$ cat config.mk
export PLATFORM = sky130hd
export DESIGN_NAME = sdma_bound_engine
export DESIGN_NICKNAME = d
export VERILOG_FILES = /design/src/rtl/sdma_pkg.sv /design/src/rtl/sdma_datapath.sv /design/src/rtl/sdma_control.sv /design/src/rtl/sdma_bound_engine.sv
export SDC_FILE = /design/constraint.sdc
export NUM_CORES = 1
export LEC_CHECK = 0
export ABC_AREA = 1
export BUFFER_PORTS_ARGS = -buffer_cell sky130_fd_sc_hd__buf_4
export CAP_MARGIN = 40
export CORE_MARGIN = 4
export CORE_UTILIZATION = 53
export CTS_BUF_LIST = sky130_fd_sc_hd__clkbuf_4
export CTS_CLUSTER_SIZE = 10
export DETAILED_ROUTE_END_ITERATION = 16
export PLACE_DENSITY = 0.79
export SYNTH_ARGS = -nofsm -noshare
export SYNTH_HDL_FRONTEND = slang
export SYNTH_HIERARCHICAL = 1
export SYNTH_SLANG_ARGS = --single-unit
$ cat constraint.sdc
create_clock -name clk -period 1.95 [get_ports clk]
set_clock_uncertainty 0.05 [all_clocks]
set_input_delay 0.0975 -clock clk [delete_from_list [all_inputs] [get_ports clk]]
set_output_delay 0.0975 -clock clk [all_outputs]
set_load 0.05 [all_outputs]
$ cat src/rtl/sdma_pkg.sv
package sdma_pkg;

  localparam logic [2:0] OFS_ADDR    = 3'd0;
  localparam logic [2:0] OFS_CFG     = 3'd1;
  localparam logic [2:0] OFS_COUNT   = 3'd2;
  localparam logic [2:0] OFS_MODE    = 3'd3;
  localparam logic [2:0] OFS_HOSTCTL = 3'd4;
  localparam logic [2:0] OFS_INT     = 3'd5;

  localparam int MODE_START_BIT = 0;
  localparam int MODE_CNTEN_BIT = 1;
  localparam int MODE_DIR_BIT   = 4;
  localparam int MODE_MULTI_BIT = 5;
  localparam int INT_DONE_BIT   = 0;
  localparam int INT_DMA_BIT    = 1;
  localparam int DMASEL_LSB     = 3;
  localparam int BND_CODE_LSB   = 12;
  localparam int BND_CODE_W     = 3;

  typedef enum logic [1:0] {
    ST_IDLE  = 2'd0,
    ST_RUN   = 2'd1,
    ST_PAUSE = 2'd2
  } engState_t;

  typedef struct packed {
    logic busy;
    logic running;
    logic accept;
  } ctlStrobe_t;

  typedef struct packed {
    logic startReq;
    logic startZero;
    logic addrWrite;
    logic lastWord;
    logic lastBlock;
    logic crossBnd;
    logic clrDone;
    logic clrDma;
  } dpStatus_t;

endpackage

$ cat src/rtl/sdma_datapath.sv
module sdma_datapath
  import sdma_pkg::*;
#(
  parameter int ADDR_W     = 32,
  parameter int DATA_BYTES = 4,
  parameter int BSIZE_W    = 12,
  parameter int CNT_W      = 16,
  parameter int BND_BASE   = 12
) (
  input  logic                  clk,
  input  logic                  rstN,
  input  logic                  regWrEn,
  input  logic [2:0]            regWrAddr,
  input  logic [ADDR_W-1:0]     regWrData,
  input  ctlStrobe_t            ctl,
  output dpStatus_t             status,
  output logic [ADDR_W-1:0]     curAddr,
  output logic [DATA_BYTES-1:0] strb,
  output logic                  dirRead,
  output logic [CNT_W-1:0]      blocksLeft
);

  localparam int LANE_W = $clog2(DATA_BYTES);
  localparam int WIDX_W = BSIZE_W - LANE_W;

  logic [ADDR_W-1:0]     curAddr_q;
  logic [BSIZE_W-1:0]    blkSize_q;
  logic [BND_CODE_W-1:0] bndCode_q;
  logic [CNT_W-1:0]      count_q;
  logic                  cntEn_q;
  logic                  dirRead_q;
  logic                  multi_q;
  logic [1:0]            dmaSel_q;
  logic [WIDX_W-1:0]     wordIdx_q;

  logic wrAddr, wrCfg, wrCount, wrMode, wrHost, wrInt;
  assign wrAddr  = regWrEn && (regWrAddr == OFS_ADDR);
  assign wrCfg   = regWrEn && (regWrAddr == OFS_CFG);
  assign wrCount = regWrEn && (regWrAddr == OFS_COUNT);
  assign wrMode  = regWrEn && (regWrAddr == OFS_MODE);
  assign wrHost  = regWrEn && (regWrAddr == OFS_HOSTCTL);
  assign wrInt   = regWrEn && (regWrAddr == OFS_INT);

  // Index of the final word in a block
  logic [BSIZE_W-1:0] sizeM1;
  logic [WIDX_W-1:0]  lastWordIdx;
  logic               lastWord;
  logic               unusedSize;
  assign sizeM1      = blkSize_q - BSIZE_W'(1);
  assign lastWordIdx = sizeM1[BSIZE_W-1:LANE_W];
  assign lastWord    = (wordIdx_q == lastWordIdx);
  assign unusedSize  = ^sizeM1[LANE_W-1:0];

  // Boundary detection on the address following the current word
  logic [ADDR_W-1:0] nextAddr;
  logic [ADDR_W-1:0] bndMask;
  assign nextAddr = curAddr_q + ADDR_W'(DATA_BYTES);
  assign bndMask  = (ADDR_W'(1) << (BND_BASE + int'(bndCode_q))) - ADDR_W'(1);

  // Byte lanes: partial only on the tail word of a block
  logic [LANE_W-1:0] sizeTail;
  assign sizeTail = blkSize_q[LANE_W-1:0];
  for (genvar g = 0; g < DATA_BYTES; g++) begin : g_lane
    assign strb[g] = !lastWord || (sizeTail == '0) || (LANE_W'(g) < sizeTail);
  end

  always_comb begin
    status.startReq  = wrMode && regWrData[MODE_START_BIT] && !ctl.busy && (dmaSel_q == 2'b00);
    status.startZero = regWrData[MODE_CNTEN_BIT] && (count_q == '0);
    status.addrWrite = wrAddr;
    status.lastWord  = lastWord;
    status.lastBlock = !cntEn_q || !multi_q || (count_q == CNT_W'(1));
    status.crossBnd  = ((nextAddr & bndMask) == '0);
    status.clrDone   = wrInt && regWrData[INT_DONE_BIT];
    status.clrDma    = wrInt && regWrData[INT_DMA_BIT];
  end

  always_ff @(posedge clk or negedge rstN) begin
    if (!rstN) begin
      curAddr_q <= '0;
      blkSize_q <= '0;
      bndCode_q <= '0;
      count_q   <= '0;
      cntEn_q   <= 1'b0;
      dirRead_q <= 1'b0;
      multi_q   <= 1'b0;
      dmaSel_q  <= 2'b00;
      wordIdx_q <= '0;
    end else begin
      if (wrAddr && !ctl.running)
        curAddr_q <= {regWrData[ADDR_W-1:LANE_W], {LANE_W{1'b0}}};
      else if (ctl.accept)
        curAddr_q <= nextAddr;

      if (wrCfg && !ctl.busy) begin
        blkSize_q <= regWrData[BSIZE_W-1:0];
        bndCode_q <= regWrData[BND_CODE_LSB +: BND_CODE_W];
      end

      if (wrCount && !ctl.busy)
        count_q <= regWrData[CNT_W-1:0];
      else if (ctl.accept && lastWord && cntEn_q && (count_q != '0))
        count_q <= count_q - CNT_W'(1);

      if (wrMode && !ctl.busy) begin
        cntEn_q   <= regWrData[MODE_CNTEN_BIT];
        dirRead_q <= regWrData[MODE_DIR_BIT];
        multi_q   <= regWrData[MODE_MULTI_BIT];
      end

      if (wrHost && !ctl.busy)
        dmaSel_q <= regWrData[DMASEL_LSB +: 2];

      if (status.startReq)
        wordIdx_q <= '0;
      else if (ctl.accept)
        wordIdx_q <= lastWord ? '0 : wordIdx_q + WIDX_W'(1);
    end
  end

  assign curAddr    = curAddr_q;
  assign dirRead    = dirRead_q;
  assign blocksLeft = count_q;

  // each accepted word moves the address one word forward
  a_r3_addr_step: assert property (@(posedge clk) disable iff (!rstN)
    ctl.accept |=> curAddr_q == $past(curAddr_q) + ADDR_W'(DATA_BYTES));

  // a running transfer without acceptance holds its address, whatever is written
  a_r13_addr_frozen: assert property (@(posedge clk) disable iff (!rstN)
    (ctl.running && !ctl.accept) |=> $stable(curAddr_q));

  // a live request always uses at least one byte lane
  a_r4_strb_live: assert property (@(posedge clk) disable iff (!rstN)
    ctl.running |-> $countones(strb) != 0);

  // the count never grows while a transfer is in progress
  a_r8_count_down: assert property (@(posedge clk) disable iff (!rstN)
    (ctl.busy && $past(ctl.busy)) |-> count_q <= $past(count_q));

endmodule

$ cat src/rtl/sdma_control.sv
module sdma_control
  import sdma_pkg::*;
(
  input  logic       clk,
  input  logic       rstN,
  input  dpStatus_t  status,
  input  logic       memReqReady,
  output ctlStrobe_t ctl,
  output logic       memReqValid,
  output logic       busy,
  output logic       dmaIntFlag,
  output logic       xferDoneFlag
);

  engState_t state_q, state_d;
  logic      setDone, setDma;
  logic      accept;
  logic      done_q, dma_q;

  assign accept = (state_q == ST_RUN) && memReqReady;

  always_comb begin
    state_d = state_q;
    setDone = 1'b0;
    setDma  = 1'b0;
    unique case (state_q)
      ST_IDLE: begin
        if (status.startReq) begin
          if (status.startZero) setDone = 1'b1;
          else                  state_d = ST_RUN;
        end
      end
      ST_RUN: begin
        if (accept) begin
          if (status.lastWord && status.lastBlock) begin
            state_d = ST_IDLE;
            setDone = 1'b1;
          end else if (status.crossBnd) begin
            state_d = ST_PAUSE;
            setDma  = 1'b1;
          end
        end
      end
      ST_PAUSE: begin
        if (status.addrWrite) state_d = ST_RUN;
      end
      default: state_d = ST_IDLE;
    endcase
  end

  always_ff @(posedge clk or negedge rstN) begin
    if (!rstN) begin
      state_q <= ST_IDLE;
      done_q  <= 1'b0;
      dma_q   <= 1'b0;
    end else begin
      state_q <= state_d;
      done_q  <= (done_q && !status.clrDone) || setDone;
      dma_q   <= (dma_q && !status.clrDma) || setDma;
    end
  end

  assign ctl.busy     = (state_q != ST_IDLE);
  assign ctl.running  = (state_q == ST_RUN);
  assign ctl.accept   = accept;
  assign memReqValid  = (state_q == ST_RUN);
  assign busy         = (state_q != ST_IDLE);
  assign dmaIntFlag   = dma_q;
  assign xferDoneFlag = done_q;

  // a boundary reached with data left pauses and flags
  a_r6_pause_at_boundary: assert property (@(posedge clk) disable iff (!rstN)
    (accept && !(status.lastWord && status.lastBlock) && status.crossBnd)
      |=> (dmaIntFlag && !memReqValid && busy));

  // the final word completes the transfer even on a boundary
  a_r14_final_word_done: assert property (@(posedge clk) disable iff (!rstN)
    (accept && status.lastWord && status.lastBlock)
      |=> (xferDoneFlag && !busy));

  // paused stays paused until the address is rewritten
  a_r7_pause_holds: assert property (@(posedge clk) disable iff (!rstN)
    (state_q == ST_PAUSE && !status.addrWrite) |=> (state_q == ST_PAUSE && !memReqValid));

  // a flag survives any write that does not carry a one for it
  a_r11_dma_sticky: assert property (@(posedge clk) disable iff (!rstN)
    (dmaIntFlag && !status.clrDma) |=> dmaIntFlag);

  // zero count start completes without a request
  a_r10_zero_start: assert property (@(posedge clk) disable iff (!rstN)
    (status.startReq && status.startZero && !busy) |=> (xferDoneFlag && !memReqValid));

endmodule

$ cat src/rtl/sdma_bound_engine.sv
module sdma_bound_engine
  import sdma_pkg::*;
#(
  parameter int ADDR_W     = 32,
  parameter int DATA_BYTES = 4,
  parameter int BSIZE_W    = 12,
  parameter int CNT_W      = 16,
  parameter int BND_BASE   = 12
) (
  input  logic                  clk,
  input  logic                  rstN,
  input  logic                  regWrEn,
  input  logic [2:0]            regWrAddr,
  input  logic [ADDR_W-1:0]     regWrData,
  output logic                  memReqValid,
  input  logic                  memReqReady,
  output logic [ADDR_W-1:0]     memReqAddr,
  output logic [DATA_BYTES-1:0] memReqStrb,
  output logic                  memReqWrite,
  output logic [CNT_W-1:0]      blocksLeft,
  output logic                  busy,
  output logic                  dmaIntFlag,
  output logic                  xferDoneFlag
);

  ctlStrobe_t ctl;
  dpStatus_t  status;

  sdma_datapath #(
    .ADDR_W(ADDR_W), .DATA_BYTES(DATA_BYTES), .BSIZE_W(BSIZE_W),
    .CNT_W(CNT_W), .BND_BASE(BND_BASE)
  ) i_datapath (
    .clk(clk), .rstN(rstN),
    .regWrEn(regWrEn), .regWrAddr(regWrAddr), .regWrData(regWrData),
    .ctl(ctl), .status(status),
    .curAddr(memReqAddr), .strb(memReqStrb), .dirRead(memReqWrite),
    .blocksLeft(blocksLeft)
  );

  sdma_control i_control (
    .clk(clk), .rstN(rstN),
    .status(status), .memReqReady(memReqReady),
    .ctl(ctl), .memReqValid(memReqValid), .busy(busy),
    .dmaIntFlag(dmaIntFlag), .xferDoneFlag(xferDoneFlag)
  );

  // quiet out of reset
  a_r1_idle_quiet: assert property (@(posedge clk) disable iff (!rstN)
    !busy |-> !memReqValid);

endmodule

Word level (Yosys, flattened, before mapping) --
Cells that the tools add are included.
Word-level totals: flip-flop bits (word level) 82, input port bits 39, output and inout bits 57, word-level logic and storage cells 113
Operators by class: add/subtract/negate cells 6, $lt $le $gt $ge 4, eq/ne operators 14, shift-type cells 1, multiplexer cells 23, bitwise operators 1, reduce and logical (&&, ||, !) cells 52
Operator list (number):
- 2-to-1 mux 32 bit | 2
- adder 32 x 3 -> 32 bit (second input constant) | 1
- AND 32 bit | 1
- zero test 32 bit | 1
- 2-to-1 mux 16 bit | 2
- << shifter 1 x 32 -> 32 bit (first input constant) | 1
- subtractor 32 x 2 -> 32 bit (second input constant) | 1
- 2-to-1 mux 10 bit | 3
- logical AND 1 bit | 24
- equality test 16 x 1 -> 1 bit (second input constant) | 1
- zero test 16 bit | 1
- nonzero test 16 bit | 1
- subtractor 16 x 1 -> 16 bit (second input constant) | 1
- 2-to-1 mux 2 bit | 6
- subtractor 12 x 1 -> 12 bit (second input constant) | 1
- adder 10 x 1 -> 10 bit (second input constant) | 1
- equality test 10 bit | 1
- logical OR 1 bit | 9
- 2-to-1 mux 1 bit | 8
- nonzero test 2 bit | 4
- zero test 1 bit | 7
- equality test 3 x 2 -> 1 bit (second input constant) | 2
- equality test 3 bit (second input constant) | 2
- zero test 2 bit | 3
- other kinds (13) | 17

Longest topological paths before layout --
depth in word-level cells 10, mapped depth 19, gate-level depth less buffers 19

Hierarchy --
The synthesis kept the hierarchy.
Modules (own cells, without submodules):
- sdma_datapath | instances 1, cells each 740, area an instance 5109.9 um2, seq. area each 1901.8 um2
- sdma_control | instances 1, cells each 36, area an instance 275.3 um2, seq. area each 100.1 um2

Worst setup path before layout --
Ideal clock, no wire load.
path kind reg-to-reg, from register i_datapath.curAddr_q[2] (netlist: i_datapath/curAddr[2]), to register i_control.state_q[0], library setup time 117 ps, arrival time 2364 ps, required time 1783 ps, path slack -581 ps, stages on the path, launching flop included 15, path buffers 0, clock period less this slack 2531 ps, path through dfrtp_1 > ha_1 > nand3_1 > nor2_1 > nand2_1 > nor4_2 > nand2_1 > nand3_1 > nand3_1 > nor2_1 > inv_1 > nand3_1 > nand3_1 > nand2_1 > nand2_1
RTL lines:
- start, declared | RTL line sdma_datapath.sv:26 | logic [ADDR_W-1:0] curAddr_q;
- start signal, assigned | RTL line sdma_datapath.sv:91 | curAddr_q <= {regWrData[ADDR_W-1:LANE_W], {LANE_W{1'b0}}};
- start signal, assigned | RTL line sdma_datapath.sv:93 | curAddr_q <= nextAddr;
- end signal, assigned | RTL line sdma_control.sv:57 | state_q <= state_d;
- end, declared | RTL line sdma_control.sv:15 | engState_t state_q, state_d;

Final worst setup path --
from register i_datapath.blkSize_q[1], to output memReqStrb[2]
Between the ends: longest elaborated chain between the ends 5, elaborated cells between the ends (all ways) 7, those cells by class add/sub (1); order compare (1); eq/ne (1); reduce/logical (4)
Ends and longest elaborated chain:
- start, declared | RTL line sdma_datapath.sv:27 | logic [BSIZE_W-1:0] blkSize_q;
- start signal, assigned | RTL line sdma_datapath.sv:96 | blkSize_q <= regWrData[BSIZE_W-1:0];
- subtractor 12 x 1 -> 12 bit | RTL line sdma_datapath.sv:49 | assign sizeM1 = blkSize_q - BSIZE_W'(1);
- equality test 10 bit | RTL line sdma_datapath.sv:51 | assign lastWord = (wordIdx_q == lastWordIdx);
- zero test 1 bit | RTL line sdma_datapath.sv:64 | assign strb[g] = !lastWord || (sizeTail == '0) || (LANE_W'(g) < sizeTail);
- logical OR 1 bit | RTL line sdma_datapath.sv:64
- logical OR 1 bit (*) | RTL line sdma_datapath.sv:64
- end, declared | RTL line sdma_bound_engine.sv:18 | output logic [DATA_BYTES-1:0] memReqStrb,
Every way passes the cells marked *; elsewhere a longest branch is shown, timed or not.

==> out/results.txt <==
Fraction of synthesis flops using an asynchronous set or reset pin: 100%
Post-Layout Cell Count: 1,134
Min cycle time layout: 2.37 ns
Starting Density: 54.8%
Fin. max-slew vios: 0
Fin. Hold Viols: 0
Total Wirelength: 18.2 mm
All-Layer GR Usage: 30.9%
Multi-input gate area: 3140 sq um
PwrDens: 1440 nW/um^2
Site Rows: 36
Crit path launch type: flip-flop
Fin util: 79.2%
Actual slew at the worst max-slew pin: 0.596 ns
Placement Setup Slack: -0.145 ns
I/O Buffers: 92
Placed cell count: 1,065
Clock root buffer: clkbuf_4
Crit Path Max Fanout: 5
Max Cap Violations: 0
Arr. time, crit path: 2.23 ns
Worst Hold End: i_datapath/blkSize_q[8]
PnR worst setup slack: -0.423 ns
Worst R2R Path Depth: 14
Via/cell ratio: 5.53
CTS Buf Count: 9
Most common cell in the netlist: nand2_1
Hold path start: regWrData[8]
Slew HR: 60.2%
Sequential cell area fraction in the yosys report: 37.2%
Yosys warning total: 6
Nets: 1,040
R2r startpoint: i_datapath/curAddr[2]
Final ANT Viol Nets: 0
Largest net degree at the start of global routing: 45
Vias in the first global route: 5,961
Outcome: finished, violations left
Layout fillers: 694
Antenna cells: 0
CTS tree: done
Post-synth top cells: nand2_1, inv_1, dfrtp_1
Worst Path Required: 1.80 ns
Pre-Repair DR Iteration Count: 7
Lkg Pwr: 3.99 nW
Hold WS: 0.0277 ns
Synth Flop Type: dfrtp_1
Area Growth Syn to Fin: 44.5%
Failing checks: setup timing
Clock latency on the worst-skew pair: 0.44 ns
Die Y-Extent: 109 microns
GPL Wtd Cong: 0.956
Post-synthesis register bit count: 80
Placed cell area: 6870 sq um
Final Power: 11.2 mW
Crit Path Category: flip-flop to output port
Final setup vio count: 33
Maximum VDD drop: 1020 uV
Launch point of the critical path: i_datapath/blkSize_q[1]
R2r setup slk: -0.27 ns
Distinct cells, synth: 43
Crit end category: output port
Fmax: 421 MHz
Synth top area share: 37.2%
First-pass GRT wire length: 28.7 mm
Via Count: 6,267
Die area: 11,800 sq um
Initial DRC count: 737
Hold crit path type: input port to flip-flop
CTS HTree Levels: 3
Avg Cell Area, Syn: 6.94 sq um
Number of synthesized flops with an enable pin: 0
Clk buf depth: 2
Total gr overflow: 0
Floorplan core area: 9820 sq um
Mapped cell area: 5390 sq um
Routed len/inst: 16.1 microns
Initial antenna violation count: 0
Cell taking the most area after synthesis: dfrtp_1
Post-route cell area: 7780 sq um
Synth Instances: 776
Unrepaired setup endpoints after global routing: yes
Final TNS setup: -5.59 ns
Clk slew on worst S/H paths: 0.13 ns
DRC viols: 0
Hold Path Cell Cnt: 3
Detailed Place HPWL: 12.5 mm
RR Endpoint: i_control/state_q[0]
Total clock sinks: 80
Ports: 96
FF/Latch Area: 2020 sq um
Final Cycle Share: 122%
DIE WIDTH: 109 microns
Layout cell share with drive strength beyond 1: 30.2%
Dominant cells by area after synthesis: dfrtp_1, nand2_1, inv_1
==> how the worst max path moves through the flow <==
stage,cells after the start,slack (ns),to
finish,13,-0.42,memReqStrb[2]
global route,13,-0.58,memReqStrb[2]
CTS,13,-0.42,memReqStrb[1]
detailed placement,17,-0.14,i_control/state_q[0]
global placement,17,-0.13,i_control/state_q[0]
floorplan,14,-0.23,i_control/state_q[0]
==> repair_timing <==
action,in CTS,in global routing
gates resized for setup,33,38
setup buffers,11,11
cloned,2,0
pin swaps,22,28
hold buffers,33,0
endpoints found under the setup margin,30,48
hold endpoints to repair,84,0
==> metal layers <==
metal / track usage, % / routed length [microns]
met1: 39.9 / 7420
met2: 50.0 / 8770
met3: 5.21 / 1210
met4: 16.1 / 821
met5: 0 / 0
==> cells by family after synthesis <==
logic type | Yosys count | synth area share [%]
AO/OA/AOI/OAI | 101 | 11.1
XOR/XNOR | 33 | 5.37
buffers and inverters | 136 | 10.4
AND/OR/NAND/NOR | 419 | 34.7
other | 2 | 0.139
flip-flops | 80 | 37.2
adder cells (fa/ha/maj) | 5 | 1.16
==> area by class of cell <==
cell class                 count  share of cell area [%]
clock buffer                  11                    1.06
clock inverter                 5                   0.627
inverter                     111                    5.40
multi-input combinational    562                    40.3
sequential                    80                    26.0
tap                          133                    2.14
timing repair buffer         232                    24.5
==> worst max-delay path, stage by stage (launching register included) <==
cell,delay (ns)
dfrtp_1,0.43
nor2_4,0.24
nand2_4,0.10
inv_2,0.08
nand2_4,0.06
inv_2,0.07
nand2_1,0.06
nand3_1,0.07
nand2_1,0.09
nor2_4,0.15
nand2_2,0.09
nor2_4,0.12
o21ai_2,0.08
buf_6,0.15
==> registers in the layout, summed over array words and instances, names as in the netlist <==
| name | flops |
|---|---|
| i_datapath/dmaSel_q | 2 |
| i_datapath/wordIdx_q | 10 |
| i_control/state_q | 2 |
| i_datapath/dirRead | 1 |
| i_datapath/curAddr | 30 |
| i_control/xferDoneFlag | 1 |
| i_datapath/bndCode_q | 3 |
| i_datapath/multi_q | 1 |
| i_datapath/blocksLeft | 16 |
| i_datapath/blkSize_q | 12 |
| i_datapath/cntEn_q | 1 |
| i_control/dmaIntFlag | 1 |
==> power breakdown <==
group	internal [mW]	switching, mW
combinational	2.64	4.44
sequential	2.32	0.782
clock	0.408	0.586
==> layout by cell type, fill, tap and decap left out, drive strengths merged, types with 5 or more instances in the layout <==
master       instances
buf                199
nor2                71
o21ai               58
xor2                25
xnor2                8
nand4               19
dlygate4sd3         33
o221ai              10
o211ai               8
dfrtp               80
clkbuf              11
ha                   5
nand2              232
a21oi               12
nor3                20
inv                110
nor4                 5
nand3               67
Power figures use the tool's default switching activity.
